<file path="config.mk">
export PLATFORM = sky130hd
export DESIGN_NAME = tpat_unit
export DESIGN_NICKNAME = d
export VERILOG_FILES = /design/src/rtl/tpat_pkg.sv /design/src/rtl/tpat_ctrl.sv /design/src/rtl/tpat_gen.sv /design/src/rtl/tpat_chk.sv /design/src/rtl/tpat_errcnt.sv /design/src/rtl/tpat_unit.sv
export SDC_FILE = /design/constraint.sdc
export NUM_CORES = 1
export LEC_CHECK = 0
export BUFFER_PORTS_ARGS = -buffer_cell sky130_fd_sc_hd__buf_2
export CAP_MARGIN = 0
export CORE_MARGIN = 2
export CORE_UTILIZATION = 61
export DETAILED_ROUTE_END_ITERATION = 7
export PLACE_DENSITY = 0.89
export SKIP_CTS_REPAIR_TIMING = 1
export SYNTH_ARGS = -nofsm -noshare
export SYNTH_HDL_FRONTEND = slang
export SYNTH_SLANG_ARGS = --single-unit
</file>
<file path="constraint.sdc">
create_clock -name clk -period 3.5 [get_ports clk]
set_input_delay 0.175 -clock clk [delete_from_list [all_inputs] [get_ports clk]]
set_output_delay 0.175 -clock clk [all_outputs]
set_load 0.05 [all_outputs]
</file>
<file path="src/rtl/tpat_pkg.sv">
package tpat_pkg;
  localparam int unsigned PN_W = 15;

  typedef enum logic [1:0] {
    CK_SEED = 2'd0,
    CK_HUNT = 2'd1,
    CK_LOCK = 2'd2
  } ck_state_e;

  function automatic logic pn_fb(input logic [PN_W-1:0] s);
    return s[14] ^ s[13];
  endfunction
endpackage

</file>
<file path="src/rtl/tpat_ctrl.sv">
module tpat_ctrl #(
  parameter int unsigned BURST_CELLS = 1024
) (
  input  logic clk,
  input  logic rst_n,
  input  logic en,
  input  logic clear_mode,
  input  logic burst_mode,
  input  logic cell_last,
  output logic start,
  output logic run,
  output logic done
);
  localparam int unsigned BC_W = $clog2(BURST_CELLS + 1);

  logic            en_q, run_q, run_d, bact_q, bact_d, done_q, done_d;
  logic [BC_W-1:0] bcnt_q, bcnt_d;
  logic            rise;

  assign rise = en & ~en_q;

  always_comb begin
    run_d  = run_q;
    bact_d = bact_q;
    bcnt_d = bcnt_q;
    done_d = done_q;
    if (!en) begin
      run_d  = 1'b0;
      bact_d = 1'b0;
    end else if (rise) begin
      run_d  = 1'b1;
      bact_d = ~clear_mode & burst_mode;
      bcnt_d = '0;
      done_d = 1'b0;
    end else if (run_q && bact_q && cell_last) begin
      if (bcnt_q == BC_W'(BURST_CELLS - 1)) begin
        run_d  = 1'b0;
        bact_d = 1'b0;
        done_d = 1'b1;
      end else begin
        bcnt_d = bcnt_q + BC_W'(1);
      end
    end
  end

  always_ff @(posedge clk or negedge rst_n) begin
    if (!rst_n) begin
      en_q   <= 1'b0;
      run_q  <= 1'b0;
      bact_q <= 1'b0;
      bcnt_q <= '0;
      done_q <= 1'b0;
    end else begin
      en_q   <= en;
      run_q  <= run_d;
      bact_q <= bact_d;
      bcnt_q <= bcnt_d;
      done_q <= done_d;
    end
  end

  assign start = rise;
  assign run   = run_q;
  assign done  = done_q;

  AST_IDLE_WHEN_OFF: assert property (@(posedge clk) disable iff (!rst_n)
    !en |=> !run);
  AST_DONE_CLEARS: assert property (@(posedge clk) disable iff (!rst_n)
    $rose(en) |=> !done);
  AST_BURST_STOPS: assert property (@(posedge clk) disable iff (!rst_n)
    (done && !$rose(en)) |-> !run);
endmodule

</file>
<file path="src/rtl/tpat_gen.sv">
module tpat_gen
  import tpat_pkg::*;
#(
  parameter int unsigned HDR_BITS  = 40,
  parameter int unsigned CELL_BITS = 424,
  parameter logic [HDR_BITS-1:0] HDR_PAT = '0
) (
  input  logic clk,
  input  logic rst_n,
  input  logic start,
  input  logic run,
  input  logic clear_mode,
  output logic tx_bit,
  output logic tx_valid,
  output logic tx_cell_start,
  output logic cell_last
);
  localparam int unsigned POS_W = $clog2(CELL_BITS);

  logic [POS_W-1:0]    pos_q, pos_d;
  logic [PN_W-1:0]     pn_q, pn_d;
  logic [HDR_BITS-1:0] hdr_sh;
  logic                in_hdr, fb, at_end;

  assign in_hdr = ~clear_mode & (pos_q < POS_W'(HDR_BITS));
  assign at_end = pos_q == POS_W'(CELL_BITS - 1);
  assign fb     = pn_fb(pn_q);
  assign hdr_sh = HDR_PAT << pos_q;

  always_comb begin
    pos_d = pos_q;
    pn_d  = pn_q;
    if (start) begin
      pos_d = '0;
      pn_d  = '1;
    end else if (run) begin
      if (!in_hdr) pn_d = {pn_q[PN_W-2:0], fb};
      if (clear_mode || at_end) pos_d = '0;
      else                      pos_d = pos_q + POS_W'(1);
    end
  end

  always_ff @(posedge clk or negedge rst_n) begin
    if (!rst_n) begin
      pos_q <= '0;
      pn_q  <= '1;
    end else begin
      pos_q <= pos_d;
      pn_q  <= pn_d;
    end
  end

  assign tx_valid      = run;
  assign tx_bit        = run & (in_hdr ? hdr_sh[HDR_BITS-1] : fb);
  assign tx_cell_start = run & ~clear_mode & (pos_q == '0);
  assign cell_last     = run & ~clear_mode & at_end;

  AST_START_SEEDS: assert property (@(posedge clk) disable iff (!rst_n)
    start |=> (pn_q == '1 && pos_q == '0));
  AST_CELL_SPACING: assert property (@(posedge clk) disable iff (!rst_n)
    tx_cell_start |=> !tx_cell_start);
endmodule

</file>
<file path="src/rtl/tpat_chk.sv">
module tpat_chk
  import tpat_pkg::*;
#(
  parameter int unsigned HDR_BITS  = 40,
  parameter int unsigned CELL_BITS = 424,
  parameter int unsigned LOCK_GOOD = 32,
  parameter int unsigned LOSS_ERRS = 8,
  parameter int unsigned LOSS_WIN  = 64
) (
  input  logic clk,
  input  logic rst_n,
  input  logic en,
  input  logic clear_mode,
  input  logic rx_bit,
  input  logic rx_valid,
  input  logic rx_cell_start,
  output logic lock,
  output logic err_pulse
);
  localparam int unsigned RP_W  = $clog2(CELL_BITS + 1);
  localparam int unsigned CNT_W = $clog2((LOCK_GOOD > PN_W) ? LOCK_GOOD : PN_W);
  localparam int unsigned EC_W  = $clog2(LOSS_ERRS + 1);
  localparam int unsigned WC_W  = $clog2(LOSS_WIN);

  ck_state_e        st_q, st_d;
  logic [PN_W-1:0]  pn_q, pn_d;
  logic [CNT_W-1:0] cnt_q, cnt_d;
  logic [EC_W-1:0]  ecnt_q, ecnt_d, ne;
  logic [WC_W-1:0]  wcnt_q, wcnt_d, nw;
  logic [RP_W-1:0]  rpos_q, rpos_d, cur;
  logic             use_bit, pred, mism;

  assign cur     = rx_cell_start ? '0 : rpos_q;
  assign use_bit = rx_valid & (clear_mode |
                   ((cur >= RP_W'(HDR_BITS)) & (cur < RP_W'(CELL_BITS))));
  assign pred    = pn_fb(pn_q);
  assign mism    = rx_bit ^ pred;
  assign ne      = ecnt_q + EC_W'(mism);
  assign nw      = wcnt_q + WC_W'(1);

  always_comb begin
    st_d      = st_q;
    pn_d      = pn_q;
    cnt_d     = cnt_q;
    ecnt_d    = ecnt_q;
    wcnt_d    = wcnt_q;
    rpos_d    = rpos_q;
    err_pulse = 1'b0;
    if (!en) begin
      st_d   = CK_SEED;
      cnt_d  = '0;
      ecnt_d = '0;
      wcnt_d = '0;
      rpos_d = RP_W'(CELL_BITS);
    end else begin
      if (rx_valid) rpos_d = (cur < RP_W'(CELL_BITS)) ? cur + RP_W'(1) : cur;
      if (use_bit) begin
        case (st_q)
          CK_SEED: begin
            pn_d = {pn_q[PN_W-2:0], rx_bit};
            if (cnt_q == CNT_W'(PN_W - 1)) begin
              st_d  = CK_HUNT;
              cnt_d = '0;
            end else begin
              cnt_d = cnt_q + CNT_W'(1);
            end
          end
          CK_HUNT: begin
            pn_d = {pn_q[PN_W-2:0], pred};
            if (mism) begin
              st_d  = CK_SEED;
              cnt_d = '0;
            end else if (cnt_q == CNT_W'(LOCK_GOOD - 1)) begin
              st_d   = CK_LOCK;
              cnt_d  = '0;
              ecnt_d = '0;
              wcnt_d = '0;
            end else begin
              cnt_d = cnt_q + CNT_W'(1);
            end
          end
          CK_LOCK: begin
            pn_d      = {pn_q[PN_W-2:0], pred};
            err_pulse = mism;
            if (ecnt_q == '0) begin
              if (mism) begin
                ecnt_d = EC_W'(1);
                wcnt_d = '0;
              end
            end else if (ne >= EC_W'(LOSS_ERRS)) begin
              st_d   = CK_SEED;
              cnt_d  = '0;
              ecnt_d = '0;
              wcnt_d = '0;
            end else if (nw == WC_W'(LOSS_WIN - 1)) begin
              ecnt_d = '0;
              wcnt_d = '0;
            end else begin
              ecnt_d = ne;
              wcnt_d = nw;
            end
          end
          default: st_d = CK_SEED;
        endcase
      end
    end
  end

  always_ff @(posedge clk or negedge rst_n) begin
    if (!rst_n) begin
      st_q   <= CK_SEED;
      pn_q   <= '1;
      cnt_q  <= '0;
      ecnt_q <= '0;
      wcnt_q <= '0;
      rpos_q <= RP_W'(CELL_BITS);
    end else begin
      st_q   <= st_d;
      pn_q   <= pn_d;
      cnt_q  <= cnt_d;
      ecnt_q <= ecnt_d;
      wcnt_q <= wcnt_d;
      rpos_q <= rpos_d;
    end
  end

  assign lock = st_q == CK_LOCK;

  AST_LOCK_OFF_WHEN_DIS: assert property (@(posedge clk) disable iff (!rst_n)
    !en |=> !lock);
  AST_LOCK_FROM_HUNT: assert property (@(posedge clk) disable iff (!rst_n)
    $rose(lock) |-> $past(st_q == CK_HUNT));
  AST_HUNT_MISS_RESEEDS: assert property (@(posedge clk) disable iff (!rst_n)
    (en && use_bit && st_q == CK_HUNT && mism) |=> (st_q == CK_SEED));
endmodule

</file>
<file path="src/rtl/tpat_errcnt.sv">
module tpat_errcnt #(
  parameter int unsigned ERR_W = 16
) (
  input  logic             clk,
  input  logic             rst_n,
  input  logic             inc,
  input  logic             rd,
  output logic [ERR_W-1:0] count
);
  logic [ERR_W-1:0] cnt_q, cnt_d;

  always_comb begin
    cnt_d = cnt_q;
    if (rd)                          cnt_d = '0;
    else if (inc && (cnt_q != '1))   cnt_d = cnt_q + ERR_W'(1);
  end

  always_ff @(posedge clk or negedge rst_n) begin
    if (!rst_n) cnt_q <= '0;
    else        cnt_q <= cnt_d;
  end

  assign count = cnt_q;

  AST_NO_OVERFLOW: assert property (@(posedge clk) disable iff (!rst_n)
    (cnt_q == '1 && !rd) |=> (cnt_q == '1));
  AST_READ_CLEARS: assert property (@(posedge clk) disable iff (!rst_n)
    rd |=> (cnt_q == '0));
endmodule

</file>
<file path="src/rtl/tpat_unit.sv">
module tpat_unit #(
  parameter int unsigned HDR_BYTES   = 5,
  parameter int unsigned PAY_BYTES   = 48,
  parameter int unsigned BURST_CELLS = 1024,
  parameter int unsigned ERR_W       = 16,
  parameter int unsigned LOCK_GOOD   = 32,
  parameter int unsigned LOSS_ERRS   = 8,
  parameter int unsigned LOSS_WIN    = 64,
  parameter logic [HDR_BYTES*8-1:0] HDR_PAT = 'h00_00_00_01_5A
) (
  input  logic             clk,
  input  logic             rst_n,
  input  logic             cfg_clear_mode,
  input  logic             cfg_enable,
  input  logic             cfg_burst,
  input  logic             err_rd,
  output logic             tx_bit,
  output logic             tx_valid,
  output logic             tx_cell_start,
  input  logic             rx_bit,
  input  logic             rx_valid,
  input  logic             rx_cell_start,
  output logic             sts_done,
  output logic             sts_lock,
  output logic [ERR_W-1:0] err_count
);
  localparam int unsigned HDR_BITS  = HDR_BYTES * 8;
  localparam int unsigned CELL_BITS = (HDR_BYTES + PAY_BYTES) * 8;

  logic [1:0] rst_sync_q;
  logic       rst_i;
  logic       start, run, cell_last, err_pulse;

  always_ff @(posedge clk or negedge rst_n) begin
    if (!rst_n) rst_sync_q <= 2'b00;
    else        rst_sync_q <= {rst_sync_q[0], 1'b1};
  end
  assign rst_i = rst_sync_q[1];

  tpat_ctrl #(.BURST_CELLS(BURST_CELLS)) u_ctrl (
    .clk        (clk),
    .rst_n      (rst_i),
    .en         (cfg_enable),
    .clear_mode (cfg_clear_mode),
    .burst_mode (cfg_burst),
    .cell_last  (cell_last),
    .start      (start),
    .run        (run),
    .done       (sts_done)
  );

  tpat_gen #(
    .HDR_BITS  (HDR_BITS),
    .CELL_BITS (CELL_BITS),
    .HDR_PAT   (HDR_PAT)
  ) u_gen (
    .clk           (clk),
    .rst_n         (rst_i),
    .start         (start),
    .run           (run),
    .clear_mode    (cfg_clear_mode),
    .tx_bit        (tx_bit),
    .tx_valid      (tx_valid),
    .tx_cell_start (tx_cell_start),
    .cell_last     (cell_last)
  );

  tpat_chk #(
    .HDR_BITS  (HDR_BITS),
    .CELL_BITS (CELL_BITS),
    .LOCK_GOOD (LOCK_GOOD),
    .LOSS_ERRS (LOSS_ERRS),
    .LOSS_WIN  (LOSS_WIN)
  ) u_chk (
    .clk           (clk),
    .rst_n         (rst_i),
    .en            (cfg_enable),
    .clear_mode    (cfg_clear_mode),
    .rx_bit        (rx_bit),
    .rx_valid      (rx_valid),
    .rx_cell_start (rx_cell_start),
    .lock          (sts_lock),
    .err_pulse     (err_pulse)
  );

  tpat_errcnt #(.ERR_W(ERR_W)) u_err (
    .clk   (clk),
    .rst_n (rst_i),
    .inc   (err_pulse),
    .rd    (err_rd),
    .count (err_count)
  );

  AST_ERR_NEEDS_LOCK: assert property (@(posedge clk) disable iff (!rst_i)
    (err_count != $past(err_count) && err_count != '0) |-> $past(sts_lock));
endmodule

</file>
[Word-level counts from Yosys, hierarchy flattened]
Index checks and enable logic that the tools add are counted.
Storage, ports and cells
  bits of input ports: 9
  register bits after elaboration: 98
  word-level logic and storage cells: 149
  output and inout port bits: 21
Cells by class
  bitwise operators: 15
  reductions and logical operators: 21
  shift-type cells: 1
  $add $sub $neg: 7
  $lt $le $gt $ge: 4
  mux-type cells: 63
  equality and inequality tests: 23
Operator list (number)
  2-to-1 mux 9 bit: 7
  2-to-1 mux 6 bit: 8
  2-to-1 mux 15 bit: 3
  << shifter 9 x 9 -> 40 bit, first input constant: 1
  2-to-1 mux 5 bit: 7
  2-to-1 mux 11 bit: 3
  2-to-1 mux 16 bit: 2
  2-to-1 mux 4 bit: 8
  one-hot mux 15 bit (2 select lines): 1
  adder 9 x 1 -> 9 bit, second input constant: 2
  adder 16 x 1 -> 16 bit, second input constant: 1
  != test 16 bit, second input constant: 1
  one-hot mux 5 bit (3 select lines): 1
  2-to-1 mux 2 bit: 7
  2-to-1 mux 1 bit: 13
  one-hot mux 6 bit (2 select lines): 1
  adder 11 x 1 -> 11 bit, second input constant: 1
  == test 11 x 10 -> 1 bit, second input constant: 1
  AND reduction 5 bit: 2
  nonzero test 2 bit: 5
  AND 1 bit: 9
  == test 9 bit, second input constant: 1
  greater-or-equal comparator 9 x 6 -> 1 bit, second input constant: 1
  zero test 9 bit: 1
  32 further kinds: 47

[Longest topological paths before layout]
  depth in word-level cells: 10
  gate-level depth with buffers: 9
  mapped depth without buffers: 9

[Hierarchy]
A second synthesis with hierarchy kept.
Second synthesis, totals
  cells, all modules: 560
  area, all modules: 5589.1 µm²
By module, submodules not included
  tpat_chk: cells each 241, area each 2448.6 µm², seq. area each 1049.8 µm², instances 1
  tpat_gen: cells each 141, area each 1368.8 µm², seq. area each 619.3 µm², instances 1
  tpat_errcnt: cells each 98, area each 942.2 µm², seq. area each 400.4 µm², instances 1
  tpat_ctrl: cells each 77, area each 775.7 µm², seq. area each 375.4 µm², instances 1
  tpat_unit: cells each 3, area each 53.8 µm², seq. area each 50.0 µm², instances 1

[Worst setup path after synthesis]
OpenSTA, ideal clock, no wires.
  path type: reg-to-output
  start: reg u_ctrl.run_q, in the netlist u_ctrl.run
  end: out tx_cell_start
  setup slack: 662 ps
  stages on the path, launching flop included: 4
  buffers on the path: 0
  arrival time: 2663 ps
  required time: 3325 ps
  cell sequence: dfrtp_1 > nor2b_1 > nand3_1 > nor4b_1
Between the ends
  word-level cells in the longest chain between the ends: 2
RTL lines
  start: declaration: RTL line tpat_ctrl.sv:16  | logic en_q, run_q, run_d, bact_q, bact_d, done_q, done_d;
  start signal: assignment: RTL line tpat_ctrl.sv:55  | run_q <= run_d;
  AND 1 bit (2 in series): RTL line tpat_gen.sv:55  | assign tx_cell_start = run & ~clear_mode & (pos_q == '0);
  end: declaration: RTL line tpat_unit.sv:19  | output logic tx_cell_start,
No other way between the ends.

[Worst setup path after layout]
  start: reg u_chk.pn_q[13]
  end: reg u_chk.cnt_q[0]
Between the ends
  word-level cells in the longest chain between the ends: 6
  elaborated cells on any way between the ends: 10
  classes of those cells: add/sub: 1; order compare: 1; eq/ne: 1; mux: 4; bitwise: 2; reduce/logical: 1
RTL lines
  start: declaration: RTL line tpat_chk.sv:26  | logic [PN_W-1:0] pn_q, pn_d;
  start signal: assignment: RTL line tpat_chk.sv:119  | pn_q <= pn_d;
  bitwise XOR 1 bit *: RTL line tpat_pkg.sv:11  | return s[14] ^ s[13];
  bitwise XOR 1 bit *: RTL line tpat_chk.sv:37  | assign mism = rx_bit ^ pred;
  adder 4 x 1 -> 4 bit or 2-to-1 mux 5 bit (tied branches): RTL line tpat_chk.sv:38, tpat_chk.sv:70
  greater-or-equal comparator 4 bit or one-hot mux 5 bit (3 select lines) (tied branches): RTL line tpat_chk.sv:90, tpat_chk.sv:58
  != test 3 x 2 -> 1 bit (no source line) or 2-to-1 mux 5 bit (tied branches)
  AND reduction 4 bit (no source line) or 2-to-1 mux 5 bit (tied branches)
  end signal: assignment: RTL line tpat_chk.sv:120  | cnt_q <= cnt_d;
  end: declaration: RTL line tpat_chk.sv:27  | logic [CNT_W-1:0] cnt_q, cnt_d;
Every way passes the cells marked *; elsewhere a longest branch is shown, timed or not. The select of a mux whose other input is x is not followed.
A chain may end at the register's enable or synchronous reset.

==> results.sh <==
export IMPL_die_area_um2=9310
export IMPL_finalHoldViolCount=0
export IMPL_htree_levels=3
export IMPL_diodes=0
export IMPL_drive_gt1_share_pct=19.0
export IMPL_cap_violations=0
export IMPL_max_slew_margin_rel_pct=35.4
export IMPL_antenna_found_initial=0
export IMPL_clock_sink_count=98
export IMPL_reg2reg_from="u_chk.pn_q[13]$_DFFE_PN1P_"
export IMPL_yosysUniqueCellTypes=63
export IMPL_core_um2=8260
export IMPL_final_max_slew_viol_count=0
export IMPL_holdPathEnd="u_ctrl.bact_q$_DFFE_PN0P_"
export IMPL_grt_pass1_wl_mm=17.3
export IMPL_overflow=0
export IMPL_hold_start="cfg_burst"
export IMPL_p_leak_uw=0.00249
export IMPL_r2r_setup_slack_ns=0.77
export IMPL_fin_crit_ns=2.73
export IMPL_io_pins=30
export IMPL_final_nets=596
export IMPL_min_path_cells=3
export IMPL_clock_skew_ns=0.0132
export IMPL_multi_input_area_um2=2550
export IMPL_fp_dieW_um=96.5
export IMPL_async_flop_share_pct=100
export IMPL_reg2reg_to="u_chk.cnt_q[0]$_DFFE_PN0P_"
export IMPL_ff2ff_path_depth=9
export IMPL_dieHeight_um=96.5
export IMPL_report_final_setup_viol=0
export IMPL_total_power_uw=2380
export IMPL_clk_pin_slew_worst_paths_ns=0.10
export IMPL_crit_arrival_ns=3.01
export IMPL_drc=0
export IMPL_track_usage_pct=23.6
export IMPL_wl_per_cell_um=14.8
export IMPL_synth_flop_cell="dfrtp_1"
export IMPL_cp_end_kind="register"
export IMPL_setup_tns_ns=0
export IMPL_first_pass_iters=5
export IMPL_path_max_fanout=6
export IMPL_tightest_slew_ns=0.962
export IMPL_cts_root_buffer="clkbuf_8"
export IMPL_synth_edf_count=0
export IMPL_grt_max_degree=44
export IMPL_vdd_drop_max_v=0.000233
export IMPL_required_ns=3.77
export IMPL_dp_hpwl_mm=7.02
export IMPL_wl_mm=10.1
export IMPL_post_route_util_pct=68.3
export IMPL_cts_made_buffers=9
export IMPL_rsz0062_at_grt="no"
export IMPL_syn2layout_area_growth_pct=8.15
export IMPL_hp_class="in -> reg"
export IMPL_cts_tree="yes"
export IMPL_p_per_area_nw_per_um2=421
export IMPL_yosysWarnings=0
export IMPL_clk_latency_ns=0.36
export IMPL_gp_congestion=0.886
export IMPL_synth_seq_cells=98
export IMPL_num_vias=4069
export IMPL_syn_nets=573
export IMPL_start_util_pct=63.2
export IMPL_critPathKind="reg -> reg"
export IMPL_fmaxAchievable_mhz=366
export IMPL_fin_crit_sh_pct=78.1
export IMPL_fill_cells=632
export IMPL_regArea_um2=2500
export IMPL_drt_iter0_drc=248
export IMPL_clk_path_buf_depth=2
export IMPL_status="completed"
export IMPL_syn_cell_area_um2=5220
export IMPL_synthCells=547
export IMPL_via_per_inst=5.98
export IMPL_grt_pass1_vias=3928
export IMPL_port_buffers=29
export IMPL_crit_path_start_kind="register"
export IMPL_synth_avg_cell_area_um2=9.54
export IMPL_rows=33
export IMPL_synth_seq_area_share_pct=47.8
export IMPL_drtAntennaViolNets=0
==> sequential cells by signal, indices dropped and copies added, names as in the netlist <==
register	flops
u_ctrl.run	1
u_err.count	16
u_gen.pn_q	15
u_ctrl.bact_q	1
u_chk.cnt_q	5
u_chk.rpos_q	9
u_ctrl.bcnt_q	11
u_ctrl.done	1
rst_sync_q	2
u_chk.ecnt_q	4
u_chk.pn_q	15
u_chk.st_q	2
u_chk.wcnt_q	6
u_ctrl.en_q	1
u_gen.pos_q	9
==> metal layers <==
| metal | vias to the layer above | global-route usage [%] | routed length, µm |
|---|---|---|---|
| li1 | 1980 | - | - |
| met1 | 1977 | 30.0 | 4460 |
| met2 | 97 | 40.9 | 5120 |
| met3 | 15 | 2.64 | 347 |
| met4 | 0 | 10.3 | 170 |
| met5 | - | 0 | 0 |
==> through the flow <==
step / hold WS, ns / std cells / setup slack (ns) / area (µm²)
3_3_place_gp: -0.0400 / 663 / 0.990 / 5430
5_1_grt: 0.121 / 680 / 0.589 / 5640
3_5_place_dp: -0.0395 / 663 / 0.755 / 5430
6_report: 0.0830 / 680 / 0.766 / 5640
2_1_floorplan: -0.121 / 547 / 0.627 / 5220
4_1_cts: -0.434 / 679 / 0.760 / 5630
==> logic make-up after synthesis <==
group	count (synthesis)	share of synthesized area [%]
adder cells (fa/ha/maj)	17	4.08
multiplexers	24	4.96
AO/OA/AOI/OAI	94	11.2
AND/OR/NAND/NOR	245	23.8
XOR/XNOR	26	4.65
flip-flops	98	47.8
other	1	0.0719
buffers and inverters	42	3.33
==> cells in the mapped netlist (all sizes together) (3+ instances only) <==
cell type / number / share of area (%)
and4bb: 3 / 0.72
o21ai: 34 / 3.3
and2: 7 / 0.84
nor2: 46 / 3.3
a21oi: 22 / 2.1
inv: 20 / 1.4
a22oi: 4 / 0.67
xnor2: 14 / 2.4
nor2b: 9 / 1.1
and3: 7 / 0.84
nand4b: 4 / 0.67
nand3: 37 / 3.5
a21boi: 3 / 0.43
a21o: 3 / 0.43
a31oi: 3 / 0.36
nand2: 72 / 5.2
o31ai: 4 / 0.58
nand2b: 7 / 0.84
buf: 4 / 0.60
mux2i: 9 / 1.7
dfstp: 34 / 17
mux2: 15 / 3.2
or3: 10 / 1.3
o2bb2ai: 3 / 0.50
nand4: 13 / 1.6
nor4: 7 / 0.96
ha: 17 / 4.1
xor2: 11 / 1.8
clkbuf: 18 / 1.3
dfrtp: 64 / 31
nor3: 10 / 0.96
and4: 4 / 0.67
==> worst max-delay path by stage <==
stage	startpoint	slack (ns)	end	cells after the start
after detailed placement	u_chk.pn_q[13]$_DFFE_PN1P_	0.75	u_chk.cnt_q[0]$_DFFE_PN0P_	9
after floorplan	rst_sync_q[1]$_DFF_PN0_	0.63	u_chk.cnt_q[0]$_DFFE_PN0P_	0
after global placement	u_chk.pn_q[13]$_DFFE_PN1P_	0.99	u_chk.cnt_q[0]$_DFFE_PN0P_	9
final	u_chk.pn_q[13]$_DFFE_PN1P_	0.77	u_chk.cnt_q[0]$_DFFE_PN0P_	9
after CTS	u_chk.pn_q[13]$_DFFE_PN1P_	0.76	u_chk.cnt_q[0]$_DFFE_PN0P_	9
after global routing	u_chk.pn_q[13]$_DFFE_PN1P_	0.59	u_chk.ecnt_q[2]$_DFFE_PN0P_	9
==> layout by cell type (no fill, tap or decap), types with 4 or more instances in the layout <==
master	netlist	layout
and2_1	6	6
dfrtp_1	64	63
a21oi_1	22	22
o31ai_1	4	4
mux2i_1	9	9
nor3_1	10	10
xor2_1	11	11
mux2_2	15	15
nor4_1	6	6
nor2b_1	9	9
nand3_1	37	37
nand2b_1	7	7
dfstp_2	34	34
xnor2_1	14	14
nand2_1	72	72
inv_1	20	20
clkbuf_8	0	9
and3_1	7	7
nand4b_1	4	4
ha_1	17	17
buf_4	0	4
buf_2	1	29
nor2_1	46	46
nand4_1	13	13
o21ai_0	33	33
and4_1	4	4
or3_1	9	9
==> worst max-delay path: stages (launching register included) <==
cell	delay (ns)
dfstp_2	0.57
xnor3_2	0.48
inv_1	0.09
ha_1	0.20
a31o_2	0.16
a21o_1	0.15
o21ai_0	0.22
a21o_1	0.27
or2_2	0.32
o21ai_0	0.19
==> area by class of cell <==
cell class,instances,area share (%)
multi-input cells,407,45.2
repair buffers,34,3.28
inverters,20,1.33
flip-flops and latches,98,44.3
clock buffers,10,2.64
well taps,105,2.33
clock inverters,6,0.976
==> where the power goes <==
| part | switching (µW) | internal [µW] |
|---|---|---|
| clock network | 415 | 316 |
| registers | 77.3 | 1300 |
| logic | 143 | 123 |
| total | 635 | 1740 |
(Power assumes the default switching activity.)
